$ cat config.mk
export PLATFORM = sky130hd
export DESIGN_NAME = dram_lut
export DESIGN_NICKNAME = d
export VERILOG_FILES = /design/src/rtl/dram_pkg.sv /design/src/rtl/dram_rst_sync.sv /design/src/rtl/dram_cell_array.sv /design/src/rtl/dram_out_reg.sv /design/src/rtl/dram_lut.sv
export SDC_FILE = /design/constraint.sdc
export NUM_CORES = 1
export LEC_CHECK = 0
export BUFFER_PORTS_ARGS = -buffer_cell sky130_fd_sc_hd__buf_2
export CAP_MARGIN = 20
export CORE_MARGIN = 2
export CORE_UTILIZATION = 58
export CTS_BUF_LIST = sky130_fd_sc_hd__clkbuf_8
export CTS_CLUSTER_SIZE = 14
export DETAILED_ROUTE_END_ITERATION = 16
export GPL_TIMING_DRIVEN = 1
export MAX_ROUTING_LAYER = met4
export PLACE_DENSITY = 0.82
export SLEW_MARGIN = 30
export SYNTH_ARGS = -nofsm -noshare
export SYNTH_HDL_FRONTEND = slang
export SYNTH_HIERARCHICAL = 1
export SYNTH_SLANG_ARGS = --single-unit
$ cat constraint.sdc
create_clock -name clk -period 1.4 [get_ports clk]
set_input_delay 0.07 -clock clk [delete_from_list [all_inputs] [get_ports clk]]
set_output_delay 0.07 -clock clk [all_outputs]
set_load 0.02 [all_outputs]
$ cat src/rtl/dram_pkg.sv
package dram_pkg;
  localparam int SP_BITS = 128;
  localparam int DP_BITS = 64;

  function automatic int data_width(input bit dual, input int aw);
    return (dual ? DP_BITS : SP_BITS) >> aw;
  endfunction
endpackage

$ cat src/rtl/dram_rst_sync.sv
module dram_rst_sync (
  input  logic clk,
  input  logic rst_n,
  output logic rst_ok
);
  logic [1:0] sync_q;
  logic [1:0] sync_d;

  always_comb sync_d = {sync_q[0], 1'b1};

  always_ff @(posedge clk or negedge rst_n) begin
    if (!rst_n) sync_q <= 2'b00;
    else        sync_q <= sync_d;
  end

  assign rst_ok = sync_q[1];
endmodule

$ cat src/rtl/dram_cell_array.sv
module dram_cell_array #(
  parameter int AW   = 5,
  parameter int DW   = 2,
  parameter bit DUAL = 1'b1
) (
  input  logic          clk,
  input  logic          we,
  input  logic [AW-1:0] wr_addr,
  input  logic [DW-1:0] wr_data,
  input  logic [AW-1:0] rd_addr_a,
  input  logic [AW-1:0] rd_addr_b,
  output logic [DW-1:0] rd_data_a,
  output logic [DW-1:0] rd_data_b
);
  localparam int DEPTH = 1 << AW;

  logic [DW-1:0] word_q [DEPTH];
  logic [DEPTH-1:0] word_en;

  // one-hot write strobe per word
  always_comb begin
    word_en = '0;
    if (we) word_en[wr_addr] = 1'b1;
  end

  for (genvar i = 0; i < DEPTH; i++) begin : g_word
    always_ff @(posedge clk) begin
      if (word_en[i]) word_q[i] <= wr_data;
    end
  end

  assign rd_data_a = word_q[rd_addr_a];

  if (DUAL) begin : g_port_b
    assign rd_data_b = word_q[rd_addr_b];
  end else begin : g_no_port_b
    assign rd_data_b = '0;
  end
endmodule

$ cat src/rtl/dram_out_reg.sv
module dram_out_reg #(
  parameter int DW = 2
) (
  input  logic          clk,
  input  logic          rst_ok,
  input  logic [DW-1:0] d,
  output logic [DW-1:0] q
);
  logic [DW-1:0] q_nxt;

  always_comb q_nxt = d;

  always_ff @(posedge clk or negedge rst_ok) begin
    if (!rst_ok) q <= '0;
    else         q <= q_nxt;
  end
endmodule

$ cat src/rtl/dram_lut.sv
module dram_lut #(
  parameter bit DUAL    = 1'b1,
  parameter int ADDR_W  = 5,
  parameter bit OUT_REG = 1'b1,
  localparam int DATA_W = dram_pkg::data_width(DUAL, ADDR_W)
) (
  input  logic              clk,
  input  logic              rst_n,
  input  logic              we,
  input  logic [ADDR_W-1:0] addr_a,
  input  logic [DATA_W-1:0] din,
  input  logic [ADDR_W-1:0] addr_b,
  output logic [DATA_W-1:0] dout_a,
  output logic [DATA_W-1:0] dout_b,
  output logic [DATA_W-1:0] q_a,
  output logic [DATA_W-1:0] q_b
);
  logic rst_ok;

  dram_rst_sync u_rst (
    .clk    (clk),
    .rst_n  (rst_n),
    .rst_ok (rst_ok)
  );

  dram_cell_array #(.AW(ADDR_W), .DW(DATA_W), .DUAL(DUAL)) u_cells (
    .clk       (clk),
    .we        (we),
    .wr_addr   (addr_a),
    .wr_data   (din),
    .rd_addr_a (addr_a),
    .rd_addr_b (addr_b),
    .rd_data_a (dout_a),
    .rd_data_b (dout_b)
  );

  if (OUT_REG) begin : g_oreg
    dram_out_reg #(.DW(DATA_W)) u_qa (
      .clk (clk), .rst_ok (rst_ok), .d (dout_a), .q (q_a)
    );
    if (DUAL) begin : g_oreg_b
      dram_out_reg #(.DW(DATA_W)) u_qb (
        .clk (clk), .rst_ok (rst_ok), .d (dout_b), .q (q_b)
      );
    end else begin : g_no_oreg_b
      assign q_b = '0;
    end
  end else begin : g_no_oreg
    assign q_a = '0;
    assign q_b = '0;
  end
endmodule

==> results of run 1 <==
cells in the final DEF (no fill, tap or decap), types with 3 or more instances in the layout:
cell and instances:
a21oi_1 4, a22oi_1 28, a31oi_2 3, and4b_1 3
buf_2 18, buf_4 42, clkbuf_8 9, clkinv_1 3
dfrtp_1 6, edfxtp_1 64, mux2i_1 64, nand2_1 11
nand3b_1 5, nand4b_1 4, nor2_1 33, nor2b_1 4
or3b_1 3
what timing repair did:
item,in CTS,in global routing
hold buffers,1,0
endpoints found under the hold margin,2,0
cloned,0,0
gates resized for setup,7,7
endpoints found under the setup margin,6,8
pin swaps,6,5
buffers inserted,4,2
registers in the layout, summed over array words and instances, names as in the netlist:
register,count
u_rst/sync_q,2
g_oreg.u_qa/q,2
u_cells/word_q,64
g_oreg.g_oreg_b.u_qb/q,2
power groups by stage:
stage / logic (mW) / clock network (mW) / registers, mW
finish: 0.625 / 1.27 / 2.34
global route: 0.663 / 1.37 / 2.35
CTS: 0.595 / 1.28 / 2.34
detailed placement: 0.548 / 0 / 2.39
global placement: 0.540 / 0 / 2.39
floorplan: 0.299 / 0 / 2.40
area by class of cell:
cell class | instances | area, um^2
Sequential cell | 70 | 2072
Fill cell | 414 | 1708
Multi-Input combinational cell | 176 | 1390
Timing Repair Buffer | 65 | 478.0
Clock buffer | 9 | 123.9
Tap cell | 75 | 93.84
Clock inverter | 5 | 20.02
path summary, 6_finish.rpt:
| path | slack, ns | startpoint | depth (start not counted) | to |
|---|---|---|---|---|
| setup / recovery | -0.47 | u_cells/word_q[13][0]$_DFFE_PP_ | 6 | dout_a[0] |
| hold / removal | 0.05 | rst_n | 2 | u_rst/sync_q[1]$_DFF_PN0_ |
| setup reg to reg | -0.17 | u_cells/word_q[13][0]$_DFFE_PP_ | 6 | g_oreg.u_qa/q[0]$_DFF_PN0_ |
| hold reg to reg | 0.07 | u_rst/sync_q[1]$_DFF_PN0_ | 0 | g_oreg.u_qa/q[1]$_DFF_PN0_ |
| max in group asynchronous | 1.15 | u_rst/sync_q[1]$_DFF_PN0_ | 0 | g_oreg.g_oreg_b.u_qb/q[1]$_DFF_PN0_ |
| min in group clk | 0.22 | addr_b[3] | 3 | g_oreg.g_oreg_b.u_qb/q[0]$_DFF_PN0_ |
layer usage:
metal	part of all wire	wire, um	global-route usage
met3	0.082	685	0.06813
met5	0	0	-
met4	0.025	205	0.1100
met1	0.41	3423	0.3521
met2	0.48	4044	0.4317
logic make-up (layout without fill, tap and decap cells):
| kind of cell | Yosys count | after routing | share of synthesized area |
|---|---|---|---|
| simple gates | 71 | 71 | 0.1056 |
| flops | 70 | 70 | 0.5906 |
| mux | 64 | 64 | 0.1826 |
| compound gates | 40 | 40 | 0.08274 |
| buf+inv | 15 | 79 | 0.03744 |
| other cells | 1 | 1 | 0.001069 |
critical path, delay by kind of cell, from the launching register on:
kind	cells	cell delay [ns]
multiplexers	1	0.15
flip-flops	1	0.43
AO/OA/AOI/OAI	3	0.46
buffers and inverters	1	0.17
AND/OR/NAND/NOR	1	0.27
==> results.py, run 1 <==
metrics = {
    "status": {
        "status": "finished with violations",
        "violations": "setup timing",
    },
    "final_layout": {
        "area_delta_synth_final_pct": 19.08,
        "final_core_util": 0.7098,
        "final_area_um2": 4178,
        "antenna_cells": 0,
        "fin_nets": 337,
        "final_cells": 400,
        "layout-drive-gt1-share": 0.2615,
    },
    "pwr": {
        "seq_power_share": 0.552,
        "p_comb_frac": 0.147,
        "power_mw": 4.241,
        "clkPwrFrac": 0.300,
        "power.share.switching": 0.2468,
        "power.density_nw_per_um2": 1015,
        "p_leak_nw": 1.627,
        "peakVddDrop_uv": 694.0,
        "intPower_mw": 3.194,
        "p_sw_mw": 1.047,
    },
    "yosys": {
        "syn_nets": 276,
        "syn_inst": 261,
        "yosys_register_bits": 70,
        "synthTopCellsByArea": "edfxtp_1 (55%), mux2i_1 (18%), a22oi_1 (6.0%)",
        "syn_area_um2": 3508,
        "synth_top_area_frac": 0.5478,
        "synth_area_per_cell_um2": 13.44,
        "synth_ff_type": "edfxtp_1",
        "ys_async_sr_fraction": 0.08571,
        "ys_types": 24,
        "synth_edf_count": 64,
        "yosysWarnings": 6,
        "synth_top_cell_by_area": "edfxtp_1",
        "synth_common_cells": "edfxtp_1 (64), mux2i_1 (64), nor2_1 (33)",
        "synth-seq-area-share": 0.5906,
    },
    "floorplanning": {
        "fp.dieH_um": 81.78,
        "rows": 28,
        "io-pin-count": 23,
        "core-area_um2": 5886,
        "chipWidth_um": 81.78,
        "dieArea_um2": 6687,
        "initial_core_util": 0.5961,
    },
    "hold_path": {
        "hold_path.class": "in -> async",
    },
    "clock_tree": {
        "clkLatencyLatePin_ns": 0.33,
        "cts_tree": "yes",
        "clkSinkCount": 70,
        "cts-root-buf": "clkbuf_8",
        "clockBufferDepth": 2,
        "cts_buffers": 9,
        "h-tree-depth": 3,
        "clkSlewWorstSetupHoldPaths_ns": 0.07,
    },
    "critical_path": {
        "path_cells": "mux2i_1 -> a22oi_1 -> and4b_2 -> a31oi_4 -> o311ai_4 -> buf_6",
        "worstPathArrival_ns": 1.80,
        "cpMaxStageDelayCell": "edfxtp_1",
        "cp-end-kind": "primary output",
        "crit_path_start_kind": "flop",
        "critPathMaxStageDelay_ns": 0.43,
        "worstPathMaxFanout": 2,
        "path_class": "reg -> out",
        "required_ns": 1.33,
    },
    "sta": {
        "slew_headroom": 0.6198,
        "grt_setup_unrepaired": "true",
        "period_share": 1.333,
        "maxSlewViolCount": 0,
        "fin_skew_ns": 0.009432,
        "tightest_slew_ns": 0.5703,
        "period_needed_ns": 1.866,
        "setup_viol": 8,
        "fin_tns_setup_ns": -2.154,
        "finalHoldViolCount": 0,
        "hold_ws_ns": 0.04733,
        "fmax_mhz": 536.0,
        "worst_slack_ns": -0.4657,
    },
    "detailed_routing": {
        "ant_nets": 0,
        "wl_mm": 8.358,
        "drc": 0,
        "post_drt_wl_per_cell_um": 20.90,
        "first_iter_violations": 339,
        "drt-pass1-iter-count": 5,
        "vias_per_cell": 6.238,
        "dr_total_vias": 2495,
    },
    "grt": {
        "grt_pass1_wl_mm": 12.79,
        "grt-ovfl-total": 0,
        "antenna_found_initial": 0,
        "grt_pass1_vias": 2464,
        "track_usage": 0.2774,
        "grt_max_degree": 33,
    },
    "place": {
        "place_inst": 381,
        "portBuffers": 22,
        "post_dp_cell_area_um2": 3921,
        "hpwl_mm": 5.887,
        "routabilityCongestion": 0.9542,
        "dp_slack_ns": -0.2846,
    },
    "flow_run": {
        "drv_cap": 0,
    },
}
Power figures use the tool's default switching activity.
==> run 2, diff against run 1 <==
--- a/config.mk
+++ b/config.mk
@@ -7,14 +7,13 @@
 export LEC_CHECK = 0
 export BUFFER_PORTS_ARGS = -buffer_cell sky130_fd_sc_hd__buf_2
 export CAP_MARGIN = 20
-export CORE_MARGIN = 2
 export CORE_UTILIZATION = 58
 export CTS_BUF_LIST = sky130_fd_sc_hd__clkbuf_8
 export CTS_CLUSTER_SIZE = 14
 export DETAILED_ROUTE_END_ITERATION = 16
 export GPL_TIMING_DRIVEN = 1
 export MAX_ROUTING_LAYER = met4
-export PLACE_DENSITY = 0.82
+export PLACE_DENSITY = 0.77
 export SLEW_MARGIN = 30
 export SYNTH_ARGS = -nofsm -noshare
 export SYNTH_HDL_FRONTEND = slang
==> run 2 against run 1 <==
  * Maximum frequency down 2.1%
  * Non-clock buffer count down 4
  * Worst setup slack worse by 0.040 ns
  * The run still ends with setup timing left
  * First-iteration DRC count down 39%
  * Routed wire length up 0.78%
==> results.py, run 2 (synthesized netlist as in run 1, its figures left out) <==
metrics = {
    "flow_run": {
        "drv_cap": 0,
    },
    "final_layout": {
        "antenna_cells": 0,
        "fin_nets": 333,
        "layout-drive-gt1-share": 0.2609,
        "area_delta_synth_final_pct": 21.40,
        "top_register": "u_cells/word_q",
        "largest_reg_flops": 64,
        "num-fill-cells": 381,
        "final_cell_mix": "mux2i_1 (64), edfxtp_1 (64), buf_4 (34)",
        "multi_input_comb_area_um2": 1378,
        "seqCellArea_um2": 2072,
    },
    "floorplanning": {
        "initial_core_util": 0.6182,
        "io-pin-count": 23,
        "dieArea_um2": 6364,
        "chipWidth_um": 79.78,
        "core-area_um2": 5675,
        "fp.dieH_um": 79.78,
        "rows": 27,
    },
    "critical_path": {
        "worstPathArrival_ns": 1.84,
        "crit_path_start_kind": "flop",
        "r2r_start": "u_cells/word_q[14][1]$_DFFE_PP_",
        "reg2reg_slack_ns": -0.15,
        "endpoint": "dout_b[1]",
        "crit_family": "compound AO/OA/AOI/OAI gates",
        "cpMaxStageDelayCell": "edfxtp_1",
        "path_class": "reg -> out",
        "r2r-end": "g_oreg.g_oreg_b.u_qb/q[1]$_DFF_PN0_",
        "cp-end-kind": "primary output",
        "startpoint": "u_cells/word_q[14][1]$_DFFE_PP_",
        "critPathMaxStageDelay_ns": 0.41,
        "worstPathMaxFanout": 2,
        "required_ns": 1.33,
        "path_depth": 6,
        "worstPathBufferInverterCount": 1,
        "reg2reg_depth": 6,
        "path_cells": "mux2i_1 -> a22oi_1 -> and4b_1 -> a31oi_2 -> o311ai_2 -> buf_4",
    },
    "place": {
        "portBuffers": 22,
        "hpwl_mm": 6.087,
        "dp_slack_ns": -0.2412,
        "routabilityCongestion": 0.9096,
    },
    "clock_tree": {
        "clkSlewWorstSetupHoldPaths_ns": 0.07,
        "cts-root-buf": "clkbuf_8",
        "h-tree-depth": 3,
        "cts_tree": "yes",
        "clockBufferDepth": 2,
        "clkLatencyLatePin_ns": 0.35,
        "clkSinkCount": 70,
        "cts_buffers": 9,
    },
    "detailed_routing": {
        "dr_total_vias": 2544,
        "drt-pass1-iter-count": 5,
        "ant_nets": 0,
        "vias_per_cell": 6.457,
        "drc": 0,
        "first_iter_violations": 206,
        "post_drt_wl_per_cell_um": 21.38,
        "wl_mm": 8.423,
    },
    "sta": {
        "setup_viol": 7,
        "tightest_slew_ns": 0.5570,
        "period_share": 1.361,
        "slew_headroom": 0.6287,
        "maxSlewViolCount": 0,
        "fmax_mhz": 524.8,
        "hold_ws_ns": 0.03416,
        "fin_skew_ns": 0.006507,
        "grt_setup_unrepaired": "true",
        "worst_slack_ns": -0.5054,
        "fin_tns_setup_ns": -2.291,
        "finalHoldViolCount": 0,
        "period_needed_ns": 1.905,
    },
    "hold_path": {
        "hold_path.class": "in -> async",
    },
    "grt": {
        "grt_pass1_wl_mm": 13.11,
        "grt_pass1_vias": 2506,
        "grt-ovfl-total": 0,
        "grt_max_degree": 33,
        "antenna_found_initial": 0,
        "track_usage": 0.3015,
    },
    "pwr": {
        "power.density_nw_per_um2": 1143,
        "power_mw": 4.869,
        "p_leak_nw": 1.652,
        "peakVddDrop_uv": 1059,
    },
    "status": {
        "violations": "setup timing",
        "status": "finished with violations",
    },
}
## run 2: cell types whose count changed in the layout (fill, tap and decap cells not counted), sizes merged
cell / change
buf: -4
bufinv: +3
clkinv: -3
clkinvlp: +1
## run 2: cell type report
type / instances / share of cell area
Multi-Input combinational cell: 176 / 0.3234
Clock buffer: 9 / 0.02908
Clock inverter: 6 / 0.02585
Tap cell: 72 / 0.02115
Timing Repair Buffer: 61 / 0.1140
Sequential cell: 70 / 0.4865
## run 2: timing repair
action	CTS	global route
gates cloned	0	0
endpoints found under the setup margin	6	8
hold buffers	1	0
setup buffers	2	1
pin swaps	4	2
resized for setup	4	4
endpoints found under the hold margin	2	0
## run 2: routing by layer
layer | vias up | share of wire | global-route usage
met1 | 1237 | 0.40 | 0.3632
met5 | - | 0 | -
li1 | 1131 | - | -
met3 | 34 | 0.073 | 0.07200
met4 | 0 | 0.037 | 0.1643
met2 | 142 | 0.49 | 0.4701
## run 2: through the flow
step / cell area (um^2) / util / std cells
5_1_grt: 4259 / 0.7504 / 394
4_1_cts: 4222 / 0.7438 / 393
3_5_place_dp: 3945 / 0.6951 / 375
6_report: 4259 / 0.7504 / 394
3_3_place_gp: 3945 / 0.6951 / 375
2_1_floorplan: 3538 / - / 261
## run 2: worst min path at each step
stage / to / slack [ns] / startpoint / cells after the start
floorplan: u_rst/sync_q[0]$_DFF_PN0_ / -0.23 / rst_n / 0
global placement: u_rst/sync_q[0]$_DFF_PN0_ / -0.15 / rst_n / 1
detailed placement: u_rst/sync_q[1]$_DFF_PN0_ / -0.14 / rst_n / 1
CTS: u_rst/sync_q[0]$_DFF_PN0_ / 0.007 / rst_n / 2
global route: u_rst/sync_q[0]$_DFF_PN0_ / 0.03 / rst_n / 2
finish: u_rst/sync_q[0]$_DFF_PN0_ / 0.03 / rst_n / 2
## run 2: where the power goes
part           leakage [nW]  switching, mW  internal (mW)  total (mW)
Sequential            0.647         0.0202           2.32        2.34
Clock                 0.113          0.744           1.17        1.92
Combinational         0.891          0.341          0.270       0.611
Total                  1.65           1.10           3.76        4.87
==> run 3, diff against run 2 <==
--- a/config.mk
+++ b/config.mk
@@ -7,6 +7,7 @@
 export LEC_CHECK = 0
 export BUFFER_PORTS_ARGS = -buffer_cell sky130_fd_sc_hd__buf_2
 export CAP_MARGIN = 20
+export CORE_MARGIN = 10
 export CORE_UTILIZATION = 58
 export CTS_BUF_LIST = sky130_fd_sc_hd__clkbuf_8
 export CTS_CLUSTER_SIZE = 14
==> constraint.sdc (replaced) <==
create_clock -name clk -period 2.3 [get_ports clk]
set_input_delay 0.115 -clock clk [delete_from_list [all_inputs] [get_ports clk]]
set_output_delay 0.115 -clock clk [all_outputs]
set_load 0.02 [all_outputs]
==> run 3 against run 2 <==
  * The flow now finishes without violations
  * Hold slack improved by 0.048 ns
  * Register-to-register slack improved by 0.82 ns
  * Clock power fell by 40%
  * Routed wire length fell by 0.17%
==> results.py, run 3 (synthesized netlist as in run 1, its figures left out) <==
metrics = {
    "status": {
        "status": "finished, final reports clean",
    },
    "detailed_routing": {
        "vias_per_cell": 6.523,
        "first_iter_violations": 150,
        "wl_mm": 8.409,
        "dr_total_vias": 2394,
        "post_drt_wl_per_cell_um": 22.91,
        "drt-pass1-iter-count": 5,
        "drc": 0,
        "ant_nets": 0,
    },
    "clock_tree": {
        "clockBufferDepth": 2,
        "clkLatencyLatePin_ns": 0.34,
        "clkSlewWorstSetupHoldPaths_ns": 0.07,
        "cts-root-buf": "clkbuf_8",
        "clkSinkCount": 70,
        "cts_setup_buffers": 0,
        "cts_tree": "yes",
        "h-tree-depth": 3,
        "cts_buffers": 9,
    },
    "critical_path": {
        "r2r_start": "u_cells/word_q[14][1]$_DFFE_PP_",
        "worstPathArrival_ns": 2.02,
        "reg2reg_depth": 5,
        "worstPathMaxFanout": 2,
        "r2r-end": "g_oreg.g_oreg_b.u_qb/q[1]$_DFF_PN0_",
        "reg2reg_slack_ns": 0.67,
        "path_class": "reg -> out",
        "crit_path_start_kind": "flop",
        "required_ns": 2.18,
        "cp-end-kind": "primary output",
    },
    "grt": {
        "grt_pass1_wl_mm": 13.05,
        "grt_max_degree": 36,
        "grt-ovfl-total": 0,
        "grt_pass1_vias": 2496,
        "antenna_found_initial": 0,
        "track_usage": 0.1782,
    },
    "final_layout": {
        "largest_reg_flops": 64,
        "area_delta_synth_final_pct": 11.02,
        "final_cell_mix": "mux2i_1 (64), edfxtp_1 (64), nor2_1 (33)",
        "antenna_cells": 0,
        "fin_nets": 302,
        "layout-drive-gt1-share": 0.1610,
        "top_register": "u_cells/word_q",
        "final_cells": 367,
        "final_area_um2": 3895,
        "final_core_util": 0.6618,
    },
    "place": {
        "hpwl_mm": 5.753,
        "post_dp_cell_area_um2": 3646,
        "place_inst": 350,
        "portBuffers": 22,
        "dp_slack_ns": 0.1587,
        "routabilityCongestion": 0.9509,
    },
    "pwr": {
        "power.density_nw_per_um2": 740.3,
        "power_mw": 2.884,
        "peakVddDrop_uv": 612.0,
        "p_leak_nw": 1.470,
    },
    "sta": {
        "grt_setup_unrepaired": "false",
        "period_needed_ns": 2.137,
        "setup_viol": 0,
        "fin_skew_ns": 0.008701,
        "period_share": 0.9289,
        "tightest_slew_ns": 0.7945,
        "fmax_mhz": 468.0,
        "hold_ws_ns": 0.08219,
        "maxSlewViolCount": 0,
        "slew_headroom": 0.4693,
        "fin_tns_setup_ns": 0,
        "finalHoldViolCount": 0,
        "worst_slack_ns": 0.1634,
    },
    "floorplanning": {
        "io-pin-count": 23,
        "core-area_um2": 5886,
        "rows": 28,
        "dieArea_um2": 9560,
        "fp.dieH_um": 97.78,
        "initial_core_util": 0.5961,
        "chipWidth_um": 97.78,
    },
    "hold_path": {
        "hold_path.class": "in -> async",
    },
    "flow_run": {
        "drv_cap": 0,
    },
}
==> run 3: cell types whose count changed in the layout (fill, tap and decap cells not counted), sizes merged <==
cell / previous run / this run
inv: 1 / 0
buf: 60 / 28
clkinv: 1 / 3
clkbuf: 9 / 10
==> run 3: metal layers <==
layer,GRT usage,share of wire,wire length [um]
met1,0.1915,0.38,3230
met2,0.2979,0.50,4178
met3,0.04228,0.079,666
met4,0.09732,0.040,334
met5,-,0,0
==> run 3: worst max-delay path by stage <==
stage                                                endpoint  slack [ns]                             from  cells after the start
after detailed placement                            dout_a[1]        0.16                        addr_a[1]                      7
after global routing                                dout_b[1]        0.16  u_cells/word_q[13][1]$_DFFE_PP_                      6
after CTS                                           dout_a[1]        0.10                        addr_a[1]                      7
after global placement                              dout_a[1]        0.19                        addr_a[1]                      7
final                                               dout_b[1]        0.16  u_cells/word_q[14][1]$_DFFE_PP_                      6
after floorplan           g_oreg.g_oreg_b.u_qb/q[0]$_DFF_PN0_        0.76                        addr_b[1]                      6
==> run 3: critical path, cell delays in order, from the launching register on <==
cell and delay [ns]:
edfxtp_1 0.39, mux2i_1 0.20, a22oi_1 0.12, and4b_1 0.23, a31oi_1 0.23, o311ai_1 0.27
buf_2 0.24
==> run 3: area by class of cell <==
| class | count | area (um^2) |
|---|---|---|
| Sequential cell | 70 | 2072 |
| Fill cell | 453 | 1991 |
| Multi-Input combinational cell | 176 | 1305 |
| Timing Repair Buffer | 30 | 187.7 |
| Clock buffer | 9 | 123.9 |
| Clock inverter | 7 | 112.6 |
| Tap cell | 75 | 93.84 |
==> run 3: report_power, final <==
group          internal (mW)  switching [mW]
combinational          0.105           0.190
sequential              1.41          0.0119
clock                  0.714           0.449
total                   2.23           0.651
==> run 3: what timing repair did <==
action,CTS,global route
hold endpoints to repair,2,0
hold buffers,1,0
endpoints found under the setup margin,0,1
resized for setup,0,1
